<file path="src/rtl/eeStatusPkg.sv">
package eeStatusPkg;
  // bit positions inside the status byte
  localparam int BUSY_POS = 0;
  localparam int LATCH_POS = 1;
  localparam int PROT_LO = 2;

  // strobes from control to datapath
  typedef struct packed {
    logic shadowLd;   // capture incoming protect bits
    logic bpCommit;   // copy shadow into the live protect bits
  } bpStrobes_t;
endpackage

</file>
<file path="src/rtl/eeProtDecode.sv">
module eeProtDecode #(
  parameter int ADDR_W = 9
) (
  input  logic [1:0]        bp,
  input  logic [ADDR_W-1:0] addr,
  output logic              hit
);
  localparam int MSB = ADDR_W - 1;

  always_comb begin
    unique case (bp)
      2'b00: hit = 1'b0;
      2'b01: hit = addr[MSB] & addr[MSB-1];
      2'b10: hit = addr[MSB];
      default: hit = 1'b1;
    endcase
  end
endmodule

</file>
<file path="src/rtl/eeStatusCtrl.sv">
module eeStatusCtrl
  import eeStatusPkg::*;
#(
  parameter int CYC_LEN = 20
) (
  input  logic       clk,
  input  logic       rstN,
  input  logic       wpN,
  input  logic       cmdWren,
  input  logic       cmdWrdi,
  input  logic       statWrCommit,
  input  logic       arrWrCommit,
  input  logic       arrProt,
  output logic       wel,
  output logic       wip,
  output logic       arrProgStart,
  output bpStrobes_t strobes
);
  localparam int CNT_W = (CYC_LEN > 1) ? $clog2(CYC_LEN) : 1;
  localparam logic [CNT_W-1:0] LOAD_VAL = CNT_W'(CYC_LEN - 1);

  logic [CNT_W-1:0] cnt;
  logic pendStat;
  logic statAccept, arrAccept, cycEnd;

  assign statAccept = statWrCommit && wel && wpN && !wip;
  assign arrAccept  = arrWrCommit && !statWrCommit && wel && wpN && !wip && !arrProt;
  assign cycEnd     = wip && (cnt == '0);

  assign arrProgStart      = arrAccept;
  assign strobes.shadowLd  = statAccept;
  assign strobes.bpCommit  = cycEnd && pendStat;

  // write-enable latch
  always_ff @(posedge clk or negedge rstN) begin
    if (!rstN)                             wel <= 1'b0;
    else if (!wpN)                         wel <= 1'b0;
    else if (statWrCommit || arrWrCommit)  wel <= 1'b0;
    else if (cmdWrdi)                      wel <= 1'b0;
    else if (cmdWren && !wip)              wel <= 1'b1;
  end

  // self-timed cycle counter
  always_ff @(posedge clk or negedge rstN) begin
    if (!rstN) begin
      wip      <= 1'b0;
      cnt      <= '0;
      pendStat <= 1'b0;
    end else if (statAccept || arrAccept) begin
      wip      <= 1'b1;
      cnt      <= LOAD_VAL;
      pendStat <= statAccept;
    end else if (cycEnd) begin
      wip      <= 1'b0;
      pendStat <= 1'b0;
    end else if (wip) begin
      cnt <= cnt - 1'b1;
    end
  end


  wp_clears_latch_chk: assert property (@(posedge clk) disable iff (!rstN)
    !wpN |=> !wel);

  commit_clears_latch_chk: assert property (@(posedge clk) disable iff (!rstN)
    (statWrCommit || arrWrCommit) |=> !wel);

  busy_needs_commit_chk: assert property (@(posedge clk) disable iff (!rstN)
    $rose(wip) |-> $past(statWrCommit || arrWrCommit));

  prot_blocks_cycle_chk: assert property (@(posedge clk) disable iff (!rstN)
    (arrWrCommit && !statWrCommit && arrProt && !wip) |=> !wip);

  wren_busy_ignored_chk: assert property (@(posedge clk) disable iff (!rstN)
    (wip && !wel) |=> !wel);
endmodule

</file>
<file path="src/rtl/eeStatusData.sv">
module eeStatusData
  import eeStatusPkg::*;
#(
  parameter int ADDR_W = 9
) (
  input  logic              clk,
  input  logic              rstN,
  input  bpStrobes_t        strobes,
  input  logic [7:0]        statWrData,
  input  logic              wel,
  input  logic              wip,
  input  logic              rdStart,
  input  logic              rdShift,
  input  logic [ADDR_W-1:0] arrWrAddr,
  input  logic [ADDR_W-1:0] chkAddr,
  output logic [7:0]        statusByte,
  output logic              statBit,
  output logic [1:0]        bpBits,
  output logic              arrProt,
  output logic              chkProt
);
  logic [1:0] bpQ, bpShadow;
  logic [2:0] rdPtr;
  logic [ADDR_W-1:0] probeAddr [2];
  logic [1:0] probeHit;

  always_ff @(posedge clk or negedge rstN) begin
    if (!rstN) begin
      bpQ      <= 2'b00;
      bpShadow <= 2'b00;
    end else begin
      if (strobes.shadowLd) bpShadow <= statWrData[PROT_LO+1:PROT_LO];
      if (strobes.bpCommit) bpQ <= bpShadow;
    end
  end

  always_comb begin
    statusByte = 8'hF0;
    statusByte[PROT_LO+1:PROT_LO] = bpQ;
    statusByte[LATCH_POS] = wel;
    statusByte[BUSY_POS]  = wip;
  end

  assign bpBits = bpQ;

  // serial read pointer: 3-bit down counter wraps 0 -> 7
  always_ff @(posedge clk or negedge rstN) begin
    if (!rstN)        rdPtr <= 3'd7;
    else if (rdStart) rdPtr <= 3'd7;
    else if (rdShift) rdPtr <= rdPtr - 3'd1;
  end

  assign statBit = statusByte[rdPtr];

  assign probeAddr[0] = arrWrAddr;
  assign probeAddr[1] = chkAddr;

  for (genvar i = 0; i < 2; i++) begin : g_probe
    eeProtDecode #(.ADDR_W(ADDR_W)) u_dec (
      .bp  (bpQ),
      .addr(probeAddr[i]),
      .hit (probeHit[i])
    );
  end

  assign arrProt = probeHit[0];
  assign chkProt = probeHit[1];


  bp_hold_busy_chk: assert property (@(posedge clk) disable iff (!rstN)
    wip |-> $stable(bpQ));

  rd_wrap_chk: assert property (@(posedge clk) disable iff (!rstN)
    (rdShift && !rdStart && rdPtr == 3'd0) |=> (rdPtr == 3'd7));

  full_prot_chk: assert property (@(posedge clk) disable iff (!rstN)
    (bpQ == 2'b11) |-> (arrProt && chkProt));
endmodule

</file>
<file path="src/rtl/eeStatusCtl.sv">
module eeStatusCtl
  import eeStatusPkg::*;
#(
  parameter int ADDR_W  = 9,
  parameter int CYC_LEN = 20
) (
  input  logic              clk,
  input  logic              rstN,
  input  logic              wpN,
  input  logic              cmdWren,
  input  logic              cmdWrdi,
  input  logic              statWrCommit,
  input  logic [7:0]        statWrData,
  input  logic              arrWrCommit,
  input  logic [ADDR_W-1:0] arrWrAddr,
  input  logic [ADDR_W-1:0] chkAddr,
  input  logic              rdStart,
  input  logic              rdShift,
  output logic [7:0]        statusByte,
  output logic              statBit,
  output logic              wel,
  output logic              wip,
  output logic [1:0]        bpBits,
  output logic              addrProtected,
  output logic              arrProgStart
);
  bpStrobes_t strobes;
  logic arrProt;

  eeStatusCtrl #(.CYC_LEN(CYC_LEN)) u_ctrl (
    .clk         (clk),
    .rstN        (rstN),
    .wpN         (wpN),
    .cmdWren     (cmdWren),
    .cmdWrdi     (cmdWrdi),
    .statWrCommit(statWrCommit),
    .arrWrCommit (arrWrCommit),
    .arrProt     (arrProt),
    .wel         (wel),
    .wip         (wip),
    .arrProgStart(arrProgStart),
    .strobes     (strobes)
  );

  eeStatusData #(.ADDR_W(ADDR_W)) u_data (
    .clk       (clk),
    .rstN      (rstN),
    .strobes   (strobes),
    .statWrData(statWrData),
    .wel       (wel),
    .wip       (wip),
    .rdStart   (rdStart),
    .rdShift   (rdShift),
    .arrWrAddr (arrWrAddr),
    .chkAddr   (chkAddr),
    .statusByte(statusByte),
    .statBit   (statBit),
    .bpBits    (bpBits),
    .arrProt   (arrProt),
    .chkProt   (addrProtected)
  );
endmodule

</file>
<file path="config.mk">
export PLATFORM = sky130hd
export DESIGN_NAME = eeStatusCtl
export DESIGN_NICKNAME = d
export VERILOG_FILES = /design/src/rtl/eeStatusPkg.sv /design/src/rtl/eeProtDecode.sv /design/src/rtl/eeStatusCtrl.sv /design/src/rtl/eeStatusData.sv /design/src/rtl/eeStatusCtl.sv
export SDC_FILE = /design/constraint.sdc
export NUM_CORES = 1
export LEC_CHECK = 0
export CAP_MARGIN = 10
export CELL_PAD_IN_SITES_DETAIL_PLACEMENT = 1
export CELL_PAD_IN_SITES_GLOBAL_PLACEMENT = 1
export CORE_ASPECT_RATIO = 1.4
export CORE_UTILIZATION = 25
export CTS_CLUSTER_DIAMETER = 120
export DETAILED_ROUTE_END_ITERATION = 10
export PLACE_DENSITY_LB_ADDON = 0.1
export SLEW_MARGIN = 20
export SYNTH_ARGS = -nofsm -noshare
export SYNTH_HDL_FRONTEND = slang
export SYNTH_HIERARCHICAL = 1
export SYNTH_SLANG_ARGS = --single-unit
</file>
<file path="constraint.sdc">
create_clock -name clk -period 2.1 [get_ports clk]
set_clock_uncertainty 0.1 [all_clocks]
set_input_delay 0.42 -clock clk [delete_from_list [all_inputs] [get_ports clk]]
set_output_delay 0.42 -clock clk [all_outputs]
set_load 0.02 [all_outputs]
</file>
==> results.yml <==
outcome:
  outcome: "complete, but fails checks"
  failed_checks: "setup timing"
cts:
  cts_num_sinks: 15
  cts_htree_levels: 1
  clk_latency_ps: 240
  cts_root_buf: "clkbuf_8"
  cts_buffer_depth: 2
  numCtsBuffers: 3
  ctsHoldBuffers: 0
  cts_tree: "yes"
  clkTransAtPathRegs_ps: 60
  post_cts_buffers: 0
sta:
  rsz0062_at_grt: "true"
  hold_viol: 0
  layout_setup_ws_ps: -36.7
  setup_viol: 1
  finalCritPeriodShare_pct: 102
  worstMarginPinSlew_ps: 618
  fmax_ghz: 0.468
  slew_violations: 0
  min_period_ps: 2140
  slew_headroom_pct: 58.2
drt:
  drc: 0
  wl_um: 1950
  vias: 714
  drt_iter0_drc: 4
  vias_per_cell: 4.58
  drtAntennaViolNets: 0
  first_pass_iters: 3
  wl_per_cell_um: 12.5
setup_path:
  cp_num_buf_inv: 1
  worst_ep_required_time_ps: 1580
  slowest_delay_ps: 540
  crit_fanout: 2
  start_kind: "flop"
  arrival_ps: 1620
  crit_type: "flop to output pin"
  crit_path_cell_trace: "mux4_2, or2_1, buf_6"
  end_kind: "output pin"
  cp_top_family: "flip-flops"
  worst_path_max_delay_cell: "dfstp_2"
synthesis:
  synth_commonest_cells: "dfrtp_1 (12), buf_4 (9), nand2_1 (8)"
  async_flop_share_pct: 100
  ys_ff_latch: 15
  synthCells: 83
  synthMuxAreaShare_pct: 8.01
  seq_area_frac_synth_pct: 45.0
  synth.distinct_cells: 37
  synth_top_cell_by_area: "dfrtp_1"
  synth_compound_area_share_pct: 11.9
  yosys.area_share.xor_xnor_pct: 1.04
  synth-simple-area-share_pct: 20.5
  syn_avg_cell_area_um2: 10.2
  synth_top_family_by_area: "simple AND/OR/NAND/NOR gates"
  yosysMostFrequentCell: "dfrtp_1"
  synthTopCellsByArea: "dfrtp_1 (36%), dfstp_2 (9.3%), buf_4 (8.0%), mux2_2 (5.3%), nand2_1 (3.6%)"
  netlist.area_leader.share_pct: 35.6
  ys.flop_type: "dfrtp_1"
  syn_area_um2: 843
  synth-adder-area-share_pct: 2.97
  yosysWarnings: 6
  synth_edf_count: 0
finish:
  fillers: 385
  fin_nets: 155
  final_layout_size_suffix_gt1_share_pct: 24.8
  fin_util_pct: 38.6
  syn_to_final_growth_pct: 44.2
  num_antenna_cells: 0
global_routing:
  grt_pass1_wl_um: 3260
  grt_pass1_vias: 726
  overflow: 0
  grt_max_degree: 16
  grt_antenna_before_repair: 0
  grtUsageTotal_pct: 12.0
placement:
  gp_congestion: 0.685
  dp_slack_ps: -407
  hpwl_um: 1580
  portBuffers: 25
die:
  io_pins: 50
  die_y_um: 70.7
  dieArea_um2: 3610
  die_w_um: 51.1
  initial_utilization_pct: 26.7
  core_um2: 3150
  rows: 24
min_path:
  min_path_type: "input pin to async pin"
power:
  power.total_mw: 0.879
  power_density_nw_per_um2: 722
  peakVddDrop_mv: 0.369
  p_leak_nw: 0.573
job:
  drv_cap: 0
-- registers in the layout, indices dropped and copies added (netlist names) --
register	count
u_ctrl/cnt	5
u_data/rdPtr	3
u_data/bpBits	2
u_data/bpShadow	2
u_ctrl/pendStat	1
u_ctrl/wel	1
u_ctrl/wip	1
-- repair_timing --
item,CTS,global route
setup endpoints to repair,3,2
pin swaps,0,4
gates resized for setup,9,5
endpoints found under the hold margin,0,0
-- placed cells by master, fill, tap and decap left out, types with 2 or more instances in the layout --
| master | count |
|---|---|
| clkdlybuf4s50_1 | 21 |
| buf_4 | 12 |
| dfrtp_1 | 12 |
| nand2_1 | 8 |
| inv_1 | 5 |
| a21oi_1 | 4 |
| mux2_2 | 4 |
| conb_1 | 4 |
| clkbuf_8 | 3 |
| o21ai_0 | 3 |
| dfstp_2 | 3 |
| and2_1 | 2 |
| nor4_1 | 2 |
| nand2b_1 | 2 |
| ha_1 | 2 |
| nand3_1 | 2 |
| o21ai_1 | 2 |
-- logic make-up (layout without fill, tap and decap cells) --
| group | Yosys count | in the layout |
|---|---|---|
| xor gates and xnor gates | 1 | 1 |
| and+or+nand+nor | 29 | 29 |
| muxes | 5 | 5 |
| AOI/OAI and AO/OA | 16 | 16 |
| buffers and inverters | 14 | 45 |
| adders and majority gates | 2 | 2 |
| other | 1 | 4 |
| DFF | 15 | 15 |
-- stage by stage --
stage          instances  setup TNS (ps)  hold slack [ps]  instance area (µm²)
3_5_place_dp         152            -638              391                 1170
6_report             156           -36.7              399                 1220
3_3_place_gp         152            -625              385                 1170
2_1_floorplan         86               0             24.4                  855
4_1_cts              156           -64.0              404                 1200
5_1_grt              156            -102              409                 1220
-- per-layer routing --
metal / vias up / global-route usage (%) / wire length (µm)
li1: 348 / - / -
met1: 343 / 14.4 / 857
met2: 21 / 20.5 / 971
met3: 2 / 2.37 / 104
met4: 0 / 4.63 / 12
met5: - / 0 / 0
-- layout make-up --
class	instances	area, µm²	area share (%)
Clock buffer	4	45.0	3.70
Inverter	5	18.8	1.54
Multi-Input combinational cell	57	392	32.2
Sequential cell	15	379	31.2
Tap cell	39	48.8	4.01
Timing Repair Buffer	36	333	27.4
-- worst paths after layout --
path,start,endpoint,slack [ps],cells after the start
worst min-delay path,rstN,u_data/bpBits[1],400,2
max in group asynchronous,rstN,u_data/rdPtr[2],1250,2
worst max-delay path,u_data/rdPtr[0],statBit,-40,3
worst max register to register,u_ctrl/cnt[0],u_data/bpBits[1],170,6
min in group clk,u_ctrl/pendStat,u_ctrl/pendStat,400,1
worst min register to register,u_ctrl/pendStat,u_ctrl/pendStat,400,1
-- report_power, final --
part / total, mW / internal (mW) / switching (mW)
clock: 0.236 / 0.134 / 0.102
combinational: 0.250 / 0.129 / 0.121
sequential: 0.393 / 0.341 / 0.0515
total: 0.879 / 0.604 / 0.275
Power figures use the tool's default switching activity.
